File: src/rtl/uart_fe_pkg.sv
package uart_fe_pkg;
   typedef enum logic [2:0] {
      OFS_DATA    = 3'd0,
      OFS_IEN     = 3'd1,
      OFS_IID     = 3'd2,
      OFS_LCTL    = 3'd3,
      OFS_MCTL    = 3'd4,
      OFS_LSTAT   = 3'd5,
      OFS_MSTAT   = 3'd6,
      OFS_SCRATCH = 3'd7
   } ofs_e;

   localparam logic [7:0] LCTL_RST    = 8'h03;
   localparam logic [7:0] MCTL_RST    = 8'h08;
   localparam logic [7:0] MSTAT_VAL   = 8'hB0;
   localparam logic [7:0] LSTAT_BASE  = 8'h60;
   localparam logic [7:0] IID_FIFO_OR = 8'hC0;
   localparam int         DLAB_POS    = 7;
   localparam int         LOOP_POS    = 4;
endpackage

File: src/rtl/uart_fe_rxq.sv
module uart_fe_rxq #(
   parameter int W     = 8,
   parameter int DEPTH = 64
) (
   input  logic                         clk,
   input  logic                         rst_n,
   input  logic                         push,
   input  logic [W-1:0]                 push_data,
   input  logic                         pop,
   output logic [W-1:0]                 head,
   output logic [$clog2(DEPTH+1)-1:0]   count,
   output logic                         full,
   output logic                         empty
);
   localparam int CW   = $clog2(DEPTH + 1);
   localparam int PW   = (DEPTH > 1) ? $clog2(DEPTH) : 1;
   localparam bit POW2 = (DEPTH == (1 << PW));

   generate
      if (DEPTH < 2) begin : g_bad_depth
         $error("uart_fe_rxq: DEPTH must be at least 2");
      end
      if (W < 1) begin : g_bad_width
         $error("uart_fe_rxq: W must be positive");
      end
   endgenerate

   logic [W-1:0]  mem [DEPTH];
   logic [PW-1:0] wr_ptr, rd_ptr, wr_nxt, rd_nxt;
   logic          push_ok, pop_ok;

   assign full    = (count == CW'(DEPTH));
   assign empty   = (count == '0);
   assign push_ok = push && !full;
   assign pop_ok  = pop && !empty;
   assign head    = mem[rd_ptr];

   generate
      if (POW2) begin : g_pow2_wrap
         assign wr_nxt = wr_ptr + 1'b1;
         assign rd_nxt = rd_ptr + 1'b1;
      end else begin : g_cmp_wrap
         assign wr_nxt = (wr_ptr == PW'(DEPTH - 1)) ? '0 : wr_ptr + 1'b1;
         assign rd_nxt = (rd_ptr == PW'(DEPTH - 1)) ? '0 : rd_ptr + 1'b1;
      end
   endgenerate

   always_ff @(posedge clk) begin
      if (push_ok) mem[wr_ptr] <= push_data;
   end

   always_ff @(posedge clk) begin
      if (!rst_n) begin
         wr_ptr <= '0;
         rd_ptr <= '0;
         count  <= '0;
      end else begin
         if (push_ok) wr_ptr <= wr_nxt;
         if (pop_ok)  rd_ptr <= rd_nxt;
         case ({push_ok, pop_ok})
            2'b10:   count <= count + 1'b1;
            2'b01:   count <= count - 1'b1;
            default: count <= count;
         endcase
      end
   end
endmodule

File: src/rtl/uart_fe_intid.sv
module uart_fe_intid (
   input  logic       clk,
   input  logic       rst_n,
   input  logic       clr_all,
   input  logic       clr_recv,
   input  logic       set_thr,
   input  logic       set_recv,
   output logic [7:0] iir_raw,
   output logic       irq_pulse
);
   logic pend_thr, pend_recv;

   always_ff @(posedge clk) begin
      if (!rst_n) begin
         pend_thr  <= 1'b0;
         pend_recv <= 1'b0;
         irq_pulse <= 1'b0;
      end else begin
         pend_thr  <= set_thr  | (pend_thr  & ~clr_all);
         pend_recv <= set_recv | (pend_recv & ~clr_all & ~clr_recv);
         irq_pulse <= set_thr | set_recv;
      end
   end

   assign iir_raw = {5'b0, pend_recv, pend_thr, ~(pend_recv | pend_thr)};
endmodule

File: src/rtl/uart_regfile_front.sv
module uart_regfile_front #(
   parameter int          QUEUE_DEPTH = 64,
   parameter logic [15:0] DIV_RESET   = 16'd12
) (
   input  logic       clk,
   input  logic       rst_n,
   input  logic [2:0] bus_addr,
   input  logic       bus_wr,
   input  logic       bus_rd,
   input  logic [7:0] bus_wdata,
   output logic [7:0] bus_rdata,
   output logic       tx_valid,
   output logic [7:0] tx_byte,
   input  logic       rx_valid,
   output logic       rx_ready,
   input  logic [7:0] rx_byte,
   output logic       irq_pulse
);
   import uart_fe_pkg::*;

   localparam int CNT_W = $clog2(QUEUE_DEPTH + 1);

   generate
      if (QUEUE_DEPTH < 2 || QUEUE_DEPTH > 4096) begin : g_bad_depth
         $error("uart_regfile_front: QUEUE_DEPTH out of range");
      end
   endgenerate

   logic [3:0]       ien;
   logic [7:0]       lctl, mctl, scratch;
   logic [15:0]      divisor;
   logic             dlab, loop_en;
   logic             wr_data, rd_data;
   logic             q_push, q_pop, q_full, q_empty, ext_acc;
   logic [7:0]       q_pdata, q_head;
   logic [CNT_W-1:0] q_count;
   logic             set_thr, set_recv, clr_recv, clr_all;
   logic [7:0]       iir_raw, lstat, rd_val;

   assign dlab    = lctl[DLAB_POS];
   assign loop_en = mctl[LOOP_POS];
   assign wr_data = bus_wr && (bus_addr == OFS_DATA) && !dlab;
   assign rd_data = bus_rd && (bus_addr == OFS_DATA) && !dlab;

   // receive path: one append source per cycle, loopback excludes external input
   assign rx_ready = !loop_en && !q_full;
   assign ext_acc  = rx_valid && rx_ready;
   assign q_push   = (wr_data && loop_en && !q_full) || ext_acc;
   assign q_pdata  = loop_en ? bus_wdata : rx_byte;
   assign q_pop    = rd_data && !q_empty;

   uart_fe_rxq #(.W(8), .DEPTH(QUEUE_DEPTH)) i_rxq (
      .clk       (clk),
      .rst_n     (rst_n),
      .push      (q_push),
      .push_data (q_pdata),
      .pop       (q_pop),
      .head      (q_head),
      .count     (q_count),
      .full      (q_full),
      .empty     (q_empty)
   );

   // interrupt events
   assign set_thr  = wr_data && !loop_en && ien[1];
   assign set_recv = q_push && ien[0];
   assign clr_recv = rd_data;
   assign clr_all  = bus_rd && (bus_addr == OFS_IID);

   uart_fe_intid i_intid (
      .clk       (clk),
      .rst_n     (rst_n),
      .clr_all   (clr_all),
      .clr_recv  (clr_recv),
      .set_thr   (set_thr),
      .set_recv  (set_recv),
      .iir_raw   (iir_raw),
      .irq_pulse (irq_pulse)
   );

   assign lstat = LSTAT_BASE | {7'b0, !q_empty};

   always_comb begin
      rd_val = 8'h00;
      case (bus_addr)
         OFS_DATA:    rd_val = dlab ? divisor[7:0] : (q_empty ? 8'h00 : q_head);
         OFS_IEN:     rd_val = dlab ? divisor[15:8] : {4'b0, ien};
         OFS_IID:     rd_val = iir_raw | IID_FIFO_OR;
         OFS_LCTL:    rd_val = lctl;
         OFS_MCTL:    rd_val = mctl;
         OFS_LSTAT:   rd_val = lstat;
         OFS_MSTAT:   rd_val = MSTAT_VAL;
         OFS_SCRATCH: rd_val = scratch;
         default:     rd_val = 8'h00;
      endcase
   end

   always_ff @(posedge clk) begin
      if (!rst_n) begin
         ien       <= '0;
         lctl      <= LCTL_RST;
         mctl      <= MCTL_RST;
         scratch   <= '0;
         divisor   <= DIV_RESET;
         bus_rdata <= '0;
         tx_valid  <= 1'b0;
         tx_byte   <= '0;
      end else begin
         tx_valid <= wr_data && !loop_en;
         if (wr_data && !loop_en) tx_byte <= bus_wdata;
         if (bus_rd) bus_rdata <= rd_val;
         if (bus_wr) begin
            case (bus_addr)
               OFS_DATA:    if (dlab) divisor[7:0] <= bus_wdata;
               OFS_IEN:     if (dlab) divisor[15:8] <= bus_wdata;
                            else      ien <= bus_wdata[3:0];
               OFS_LCTL:    lctl    <= bus_wdata;
               OFS_MCTL:    mctl    <= bus_wdata;
               OFS_SCRATCH: scratch <= bus_wdata;
               default:     ;
            endcase
         end
      end
   end
endmodule

File: config.mk
export PLATFORM = sky130hd
export DESIGN_NAME = uart_regfile_front
export DESIGN_NICKNAME = d
export VERILOG_FILES = /design/src/rtl/uart_fe_pkg.sv /design/src/rtl/uart_fe_rxq.sv /design/src/rtl/uart_fe_intid.sv /design/src/rtl/uart_regfile_front.sv
export SDC_FILE = /design/constraint.sdc
export NUM_CORES = 1
export LEC_CHECK = 0
export BUFFER_PORTS_ARGS = -buffer_cell sky130_fd_sc_hd__buf_2
export CORE_MARGIN = 8
export CORE_UTILIZATION = 50
export CTS_CLUSTER_DIAMETER = 40
export DETAILED_ROUTE_END_ITERATION = 7
export MAX_ROUTING_LAYER = met4
export PLACE_DENSITY = 0.66
export SYNTH_ARGS = -nofsm -noshare
export SYNTH_HDL_FRONTEND = slang
export SYNTH_SLANG_ARGS = --single-unit
File: constraint.sdc
create_clock -name clk -period 5.77 [get_ports clk]
set_input_delay 0.2885 -clock clk [delete_from_list [all_inputs] [get_ports clk]]
set_output_delay 0.2885 -clock clk [all_outputs]
set_load 0.02 [all_outputs]
# Yosys cells after proc, flatten, opt, wreduce, memory -nomap -nowiden
# Memories as Yosys holds them, arrays and structs flattened. A register that Yosys moved wholly into a read port is not among the register bits.
# Index checks and enable logic that the tools add are counted.
[totals] memories=1 word_cells=80 reg_bits=83 mem_bits_rw=512 input_bits=24 output_inout_bits=19
[mem_list] name="i_rxq.mem" words=64 word_bits=8 read_ports=1 rd_clocked_by_memory_dff=1 wr=1 line_no="uart_fe_rxq.sv:28" text="logic [W-1:0] mem [DEPTH];"
[op_classes] reduce_logical=29 n_addsub=4 n_eq_ne=10 n_bitwise=11 n_mux=10
[op_table] cell="$pmux W8 S8" count=1
[op_table] cell="$mux W8" count=4
[op_table] cell="$logic_and A1 B1 Y1" count=15
[op_table] cell="$pmux W7 S2" count=1
[op_table] cell="$add A6 B1 Y6 const B" count=2
[op_table] cell="$eq A3 B3 Y1 const B" count=4
[op_table] cell="$mux W6" count=2
[op_table] cell="$reduce_and A3 Y1" count=3
[op_table] cell="$add A7 B1 Y7 const B" count=1
[op_table] cell="$eq A7 B7 Y1 const B" count=1
[op_table] cell="$logic_not A7 Y1" count=1
[op_table] cell="$sub A7 B1 Y7 const B" count=1
[op_table] cell="$eq A3 B2 Y1 const B" count=2
[op_table] cell="$reduce_and A2 Y1" count=3
[op_table] cell="$logic_not A1 Y1" count=4
[op_table] cell="$not A1 Y1" count=4
[op_table] cell="$or A1 B1 Y1" count=4
[op_table] cell="$and A1 B1 Y1" count=3
[op_table] cell="$eq A3 B1 Y1 const B" count=1
[op_table] cell="$logic_not A3 Y1" count=1
[op_table] cell="$eq A2 B1 Y1 const B" count=1
[op_table] cell="$eq A2 B2 Y1 const B" count=1
[op_table] cell="$mux W1" count=2
[op_table] cell="$reduce_bool A2 Y1" count=1
[op_table] cell="$logic_or A1 B1 Y1" count=1

# Logic depth before layout (Yosys ltp)
# Gate-level depths: netlist of run 1.
[logic_depth] ltp_word=9 depth_mapped=16 mapped_depth_nobuf=13

# Modules after synthesis
# A second synthesis of run 1 with hierarchy kept.
[unflattened] cells_unflattened=1421 area_unflattened_um2=24095.6
[by_module_without_submodules] mod="uart_fe_rxq" area_each_um2=21052.7 seq_area_each_um2=15875.2 cells_per_inst=1058 n_inst=1
[by_module_without_submodules] mod="uart_regfile_front" area_each_um2=2881.5 seq_area_each_um2=1221.2 cells_per_inst=346 n_inst=1
[by_module_without_submodules] mod="uart_fe_intid" area_each_um2=161.4 seq_area_each_um2=60.1 cells_per_inst=17 n_inst=1

# Worst setup path before layout of run 1
# No wires, ideal clock.
[synth_timing] path_type="register to register" from="register i_rxq.count[3]" to="register i_rxq.count[4]" path_stages_with_launch=16 slack_ns=2.220 setup_time_ns=0.070 n_path_buf=3 t_required_ns=5.700 arrival_ns=3.479 period_less_slack_ns=3.550 path_cell_list="dfxtp_1 -> clkbuf_1 -> nor2_1 -> a31oi_1 -> and3_1 -> clkbuf_1 -> ha_1 -> buf_1 -> xor2_1 -> ha_1 -> a21oi_1 -> and3b_1 -> a221oi_1 -> xor2_1 -> or3_1 -> a21oi_1"
[synth_between] word_cells_on_any_way=17 cone_classes="add/sub: 2; eq/ne: 3; mux: 1; reduce/logical: 11"
[synth_lines] item="start: declaration" line_no="uart_fe_rxq.sv:11" text="output logic [$clog2(DEPTH+1)-1:0] count,"
[synth_lines] item="start signal: assignment" line_no="uart_fe_rxq.sv:61" text="2'b10: count <= count + 1'b1;"
[synth_lines] item="start signal: assignment" line_no="uart_fe_rxq.sv:62" text="2'b01: count <= count - 1'b1;"
[synth_lines] item="start signal: assignment" line_no="uart_fe_rxq.sv:63" text="default: count <= count;"
[synth_lines] item="$logic_not A7 Y1 (*)" line_no="uart_fe_rxq.sv:33" text="assign empty = (count == '0);"
[synth_lines] item="$logic_not A1 Y1 (*)" line_no="uart_fe_rxq.sv:35, uart_regfile_front.sv:50"
[synth_lines] item="$logic_and A1 B1 Y1" line_no="uart_regfile_front.sv:50" text="assign q_pop = rd_data && !q_empty;"
[synth_lines] item="$logic_and A1 B1 Y1 (*)" line_no="uart_fe_rxq.sv:35" text="assign pop_ok = pop && !empty;"
[synth_lines] item="net i_rxq.pop_ok" line_no="uart_fe_rxq.sv:30" text="logic push_ok, pop_ok;"
[synth_lines] item="$eq A2 B1 Y1 / $eq A2 B2 Y1 (equally long branches)" line_no="uart_fe_rxq.sv:60" text="case ({push_ok, pop_ok})"
[synth_lines] item="$pmux W7 S2 / $reduce_bool A2 Y1 (equally long branches)"
# Mark *: on every way through the listed nets, which the timed path passes. The rest lies on a longest branch.
# A chain may end at the register's enable or synchronous reset.

# Worst setup path after layout of run 1
[layout_timing] from="register lctl[7]" to="register i_rxq.count[4]"
[layout_between] elab_chain_cells=8 word_cells_on_any_way=13 cone_classes="eq/ne: 2; mux: 1; reduce/logical: 10"
[layout_lines] item="start: declaration" line_no="uart_regfile_front.sv:30" text="logic [7:0] lctl, mctl, scratch;"
[layout_lines] item="start signal: assignment" line_no="uart_regfile_front.sv:117" text="OFS_LCTL: lctl <= bus_wdata;"
[layout_lines] item="$logic_not A1 Y1 (*)" line_no="uart_regfile_front.sv:42, uart_regfile_front.sv:43"
[layout_lines] item="$logic_and A1 B1 Y1" line_no="uart_regfile_front.sv:42" text="assign wr_data = bus_wr && (bus_addr == OFS_DATA) && !dlab;"
[layout_lines] item="$logic_and A1 B1 Y1 (2 in a row)" line_no="uart_regfile_front.sv:48" text="assign q_push = (wr_data && loop_en && !q_full) || ext_acc;"
[layout_lines] item="$logic_or A1 B1 Y1" line_no="uart_regfile_front.sv:48"
[layout_lines] item="$logic_and A1 B1 Y1" line_no="uart_fe_rxq.sv:34" text="assign push_ok = push && !full;"
[layout_lines] item="$eq A2 B1 Y1 / $eq A2 B2 Y1 (equally long branches)" line_no="uart_fe_rxq.sv:60"
[layout_lines] item="$pmux W7 S2 / $reduce_bool A2 Y1 (equally long branches)"
# Mark *: on every way between the ends. The rest lies on a longest branch, timed or not.

==> results of run 1 <==
## metrics by stage
| step | cell area [sq um] | util | cells |
|---|---|---|---|
| 2_1_floorplan | 24080 | - | 1424 |
| 5_1_grt | 27410 | 0.5753 | 2158 |
| 3_3_place_gp | 24810 | 0.5207 | 2013 |
| 3_5_place_dp | 24810 | 0.5207 | 2013 |
| 6_report | 27410 | 0.5753 | 2158 |
| 4_1_cts | 27410 | 0.5752 | 2158 |
## synth_stat cells, types with 3 or more instances
master    instances
nor2_1          119
nand3b_1          3
xnor2_1           3
a21oi_1          53
nor3_1            8
ha_1              5
mux4_1            3
a21o_1            5
and3_1            7
buf_1            11
edfxtp_1        512
a211oi_1          5
nand2b_1         10
o21a_1            3
nand2_1         104
o21ai_0          21
a221oi_1          8
and2_1            3
a311oi_1          3
nor4_1            5
nor2b_1          14
mux2_2           23
or3_1             7
xor2_1           12
dfxtp_1          89
mux4_2          118
buf_2            15
a31oi_1          10
buf_6             4
nand4_1           7
clkbuf_1         49
inv_1             8
buf_4             7
nand3_1          25
mux2i_1          81
o22ai_1           4
o211ai_1          8
a22oi_1          26
## cells by family (layout without fill, tap and decap cells)
logic type | after synthesis | count (layout) | synth area share
AND/OR/NAND/NOR | 320 | 320 | 0.05898
XOR/XNOR | 15 | 15 | 0.005456
AO/OA/AOI/OAI | 159 | 159 | 0.04230
multiplexers | 225 | 225 | 0.1581
flip-flops | 601 | 601 | 0.7125
adder cells (fa/ha/maj) | 5 | 5 | 0.002598
buffers and inverters | 99 | 218 | 0.02011
## worst min-delay path, cell delays in order
cell	delay [ps]
buf_2	160
nand2_1	70
a21oi_1	50
## layer usage
metal  global-route usage  wire, um
met5                    -         0
met4              0.07913      1973
met2               0.3036     25930
met1               0.2828     23790
met3              0.03453      3946
## report_power, final
part / switching, mW / internal [mW]
registers: 0.0246 / 4.75
logic: 0.217 / 0.0914
clock network: 1.85 / 2.92
total: 2.09 / 7.75
## flip-flops by register name, summed over array words and instances (netlist names), 4 cells and up, named ones only
| register | cells |
|---|---|
| bus_rdata | 8 |
| i_rxq.rd_ptr | 6 |
| i_rxq.wr_ptr | 6 |
| i_rxq.count | 7 |
| ien | 4 |
| mctl | 8 |
| tx_byte | 8 |
| divisor | 16 |
| scratch | 8 |
| i_rxq.mem | 512 |
| lctl | 8 |
## cell type report
type / count / area [sq um]
Multi-Input combinational cell: 724 / 6444
Fill cell: 3544 / 20230
Inverter: 9 / 33.78
Timing Repair Buffer: 64 / 400.4
Clock buffer: 89 / 2066
Clock inverter: 56 / 534.3
Sequential cell: 601 / 17170
Tap cell: 615 / 769.5
## final timing paths
| path | slack, ps | start | end |
|---|---|---|---|
| worst max-delay path | 1870 | lctl[7] | i_rxq.count[4] |
| worst min-delay path | 40 | bus_wdata[6] | lctl[6] |
| worst max register to register | 1870 | lctl[7] | i_rxq.count[4] |
| worst min register to register | 460 | lctl[6] | lctl[6] |
==> metrics.md, run 1 <==
| Metric | Value |
|---|---|
| Most frequent cells in the layout | edfxtp_1, nor2_1, mux4_2 |
| HP Class | primary input to register |
| Row count | 80 |
| Setup WS post-layout | 1869 ps |
| DRC Markers | 0 |
| Gate Count Post-Synth | 1,424 |
| DP Wirelength | 33,370 um |
| Hold Fails Final Rpt | 0 |
| Critical path peak fanout | 23 |
| Max Clk Rate | about 260 MHz |
| Top post-synthesis cells by area | edfxtp_1, mux4_2, dfxtp_1 |
| PortBufs | 42 |
| R2R depth | 11 |
| CTS resizes | 0 |
| WS Path Type | register to register |
| Slew @ Worst Pin | 1158 ps |
| Htree depth | 3 |
| Worst path buffer plus inverter count | 0 |
| Max incr delay on CP | 610 ps |
| RSZ-0062 raised after global routing | no |
| Max Cap Violations | 0 |
| Avg Vias per Cell | 6.032 |
| Initial DRC Count | 1,319 |
| CTS Root Cell | clkbuf_16 |
| Mapped Area | 24,080 sq um |
| Outcome | finished clean |
| Clk_lat worst skew | 610 ps |
| GR Overflow Total | 0 |
| Die width | 235.5 um |
| IO Pins | 43 |
| Register bit total from synthesis | around 600 |
| Total setup buffers inserted after CTS | 0 |
| Synth cell types | 59 |
| Slew Limit Fails | 0 |
| Sequential share of the synthesized area | 0.7125 |
| CTS sink count | 601 |
| CTS tree | yes |
| ANT cells | 0 |
| Top FF cell, synth | edfxtp_1 |
| Hold WS | 39.50 ps |
| CORE AREA | 47,650 sq um |
| Clock buffer depth | 3 |
| Routed WL per cell | around 26 um |
| Final TNS setup | 0 ps |
| Critical-path top delay cell | dfxtp_1 |
| Vias | approximately 13,000 |
| Synth Warn # | 0 |
| Syn_area_per_cell | 16.91 sq um |
| Cell depth of the worst hold path | 3 |
| Final worst-path cycle share | 0.6760 |
| Number of enable flip-flop cells after synthesis | about 500 |
| Req. time, crit path | between 6000 and 7000 ps |
| CP Cell Sequence | a31oi_1, and3_1, ha_1, xor2_1, ha_1, a21oi_1, and3b_1, a221oi_1, xor2_1, or3_1, a21oi_1 |
| WP data arrival | 4410 ps |
| Dominant cell type by area after synthesis | edfxtp_1 |
| # nets final | 1,507 |
| Initial core utilization | 0.5054 |
| Setup-failing EPs final | 0 |
| Post-Route WL | about 56,000 um |
| Layout area overhead | 13.84% |
| DRT Pass-1 Iters | 5 |
| Antenna Nets Post-Route | 0 |
| Initial antenna violation count | 0 |
| Startpoint Class | register |
| Cts hold-fix bufs | 0 |
| Total power | 9.842 mW |
| Tmin final | a little under 4000 ps |
| Largest net degree at the start of global routing | 69 |
| Inserted Clock Buffers | 78 |
| First-pass GRT wire length | slightly above 80,000 um |
| DIE HEIGHT | around 240 um |
| RePlAce Congestion | 0.9094 |
| Total leakage power | between 8 and 9 nW |
| Final Skew | 25.64 ps |
| Pwr dens | 359.0 nW/um^2 |
| Top cell type's share of synthesized area | 0.6385 |
| Synth async-reset ratio | 0 |
| All-layer global routing usage | 0.2046 |
| Worst slew margin | 0.2251 |
| Syn Nets | between 1,000 and 1,500 |
| Max IR drop VDD | 0.2383 mV |
| Via count of the first global-routing pass | 12,690 |
| Place WS | 1951 ps |
| Layout cell share with drive strength beyond 1 | 0.2197 |
| Clk slew on worst S/H paths | 50 ps |
| CP endpoint kind | register |
| Commonest non-fill, non-tap cell in the layout | edfxtp_1 |
| Die area | about 55,000 sq um |
| Critical path depth in cells | 11 |
| CP top delay family | compound AO/OA/AOI/OAI gates |
Power figures use the tool's default switching activity.
==> run 2, diff against run 1 <==
Clock period 5.77 ns to 3.8 ns, I/O delays scaled along.
==> run 2 against run 1 <==
Effect of this change:
- power grew 54%
- cell count is 2.4% higher
- clock power is 57% higher
- fmax increased by 15%
- sequential share of layout area decreased by 1.2 points
- global-route usage increased by 0.42 points
- non-clock buffer count rose by 55
- clock-buffer cell count shrank 5
- setup slack got worse by 1500 ps
- flip-flop and latch count stayed put
- critical path type unchanged
- critical endpoint unchanged
- largest power group is now the clock network
- highest routed layer unchanged
==> metrics.md, run 2 (synthesis gave the netlist of run 1 again) <==
| Metric | Value |
|---|---|
| Total leakage power | 8.907 nW |
| IO Pins | 43 |
| HP Class | primary input to register |
| # nets final | 1,562 |
| Initial antenna violation count | 2 |
| First-pass GRT wire length | 84,580 um |
| Startpoint Class | register |
| Hold WS | 52.83 ps |
| CTS sink count | 601 |
| DRT Pass-1 Iters | 6 |
| Slew Limit Fails | 0 |
| Routed WL per cell | 25.67 um |
| Layout cell share with drive strength beyond 1 | 0.2454 |
| Htree depth | 3 |
| CTS tree | yes |
| Post-Route WL | 56,700 um |
| Setup-failing EPs final | 0 |
| Final TNS setup | 0 ps |
| Max FFs per register | slightly above 500 |
| Max Cap Violations | 0 |
| Commonest non-fill, non-tap cell in the layout | edfxtp_1 |
| Max Clk Rate | 294.4 MHz |
| Setup slack, reg-to-reg | 400 ps |
| Layout area overhead | 15.99% |
| Clk_lat worst skew | approximately 620 ps |
| DP Wirelength | 35,280 um |
| Fill cell total of the finished layout | 3,508 |
| Critical path peak fanout | 8 |
| CTS Root Cell | clkbuf_16 |
| Worst R2R Start | i_rxq.count[1] |
| Initial DRC Count | ~1,300 |
| DRC Markers | 0 |
| Biggest register | i_rxq.mem |
| Max IR drop VDD | ~0.33 mV |
| Crit path capture | i_rxq.count[4] |
| RePlAce Congestion | 0.8692 |
| RSZ-0062 raised after global routing | no |
| Total setup buffers inserted after CTS | 0 |
| FF-to-FF End | i_rxq.count[4] |
| Worst setup path startpoint | i_rxq.count[1] |
| Req. time, crit path | 4340 ps |
| WP data arrival | 3930 ps |
| Antenna Nets Post-Route | 0 |
| CORE AREA | 47,650 sq um |
| Avg Vias per Cell | 6.019 |
| Worst slew margin | 0.2926 |
| Row count | 80 |
| Clock buffer depth | 3 |
| Via count of the first global-routing pass | approximately 13,000 |
| WS Path Type | register to register |
| R2R depth | 12 |
| Die width | between 200 and 250 um |
| Pwr dens | 544.1 nW/um^2 |
| Clk slew on worst S/H paths | 60 ps |
| CP endpoint kind | register |
| Largest regs | i_rxq.mem (512), divisor (16) |
| Outcome | finished clean |
| All-layer global routing usage | 0.2088 |
| Placed cells | between 2,000 and 2,500 |
| Die area | 55,440 sq um |
| Most frequent cells in the layout | edfxtp_1, nor2_1, mux4_2 |
| Vias | around 13,000 |
| Slew @ Worst Pin | 1061 ps |
| DIE HEIGHT | 235.5 um |
| Initial core utilization | 0.5054 |
| Inserted Clock Buffers | just under 80 |
| Largest net degree at the start of global routing | between 60 and 70 |
| Final worst-path cycle share | 0.8938 |
| Final Skew | about 32 ps |
| Final std cells w/o fill | 2,209 |
| Tmin final | 3397 ps |
| PortBufs | between 40 and 50 |
| GR Overflow Total | 0 |
| Hold Fails Final Rpt | 0 |
run 2: power breakdown:
part | total [mW] | switching [mW] | internal [mW] | leakage [nW]
clock | 7.46 | 2.90 | 4.56 | 1.28
sequential | 7.24 | 0.0330 | 7.20 | 5.33
combinational | 0.500 | 0.341 | 0.158 | 2.30
total | 15.2 | 3.27 | 11.9 | 8.91
run 2: cell type report:
type / count / area, sq um / share of cell area
clock inverter: 56 / 669.4 / 0.02397
tap: 615 / 769.5 / 0.02755
clock buffer: 84 / 1996 / 0.07145
inverter: 9 / 33.78 / 0.001210
multi-input combinational: 724 / 6445 / 0.2308
timing repair buffer: 119 / 848.3 / 0.03037
antenna: 1 / 2.502 / 0.00008960
sequential: 601 / 17170 / 0.6146
run 2: worst min-delay path by stage:
stage / from / to / slack (ps) / cells after the start
after CTS: bus_rd / bus_rdata[7] / 20 / 3
final: bus_rd / bus_rdata[7] / 50 / 3
after floorplan: bus_wdata[6] / lctl[6] / 330 / 2
after detailed placement: mctl[3] / mctl[3] / 450 / 2
after global routing: bus_rd / bus_rdata[7] / 70 / 3
after global placement: divisor[4] / divisor[4] / 440 / 2
run 2: repair_timing:
action | 4_1_cts | 5_1_grt
resized for setup | 0 | 1
endpoints found under the setup margin | 0 | 1
hold buffers | 9 | 0
endpoints found under the hold margin | 50 | 0
run 2: metrics by stage:
step	util	power [mW]	setup WS, ps	area (sq um)
5_1_grt	0.5862	15.57	123.1	27930
2_1_floorplan	-	7.645	250.3	24080
3_3_place_gp	0.5282	7.849	357.0	25170
6_report	0.5862	15.20	403.5	27930
3_5_place_dp	0.5282	7.860	329.2	25170
4_1_cts	0.5860	15.28	315.8	27920
run 2: layer usage:
metal,GRT usage,share of wire,vias up
met5,-,0,-
met4,0.07008,0.025,0
met3,0.03874,0.070,101
met2,0.3270,0.49,555
met1,0.2754,0.42,6803
li1,-,-,5836
run 2: worst max-delay path, cell delays in order, from the launching register on:
cell      delay (ps)
dfxtp_1          380
nor4_2           410
a31oi_1          170
and3_1           300
ha_1             270
xor2_1           150
ha_1             180
a21oi_1          220
and3b_1          210
a221oi_1         420
xor2_1           140
or3_1            330
a21oi_1          140
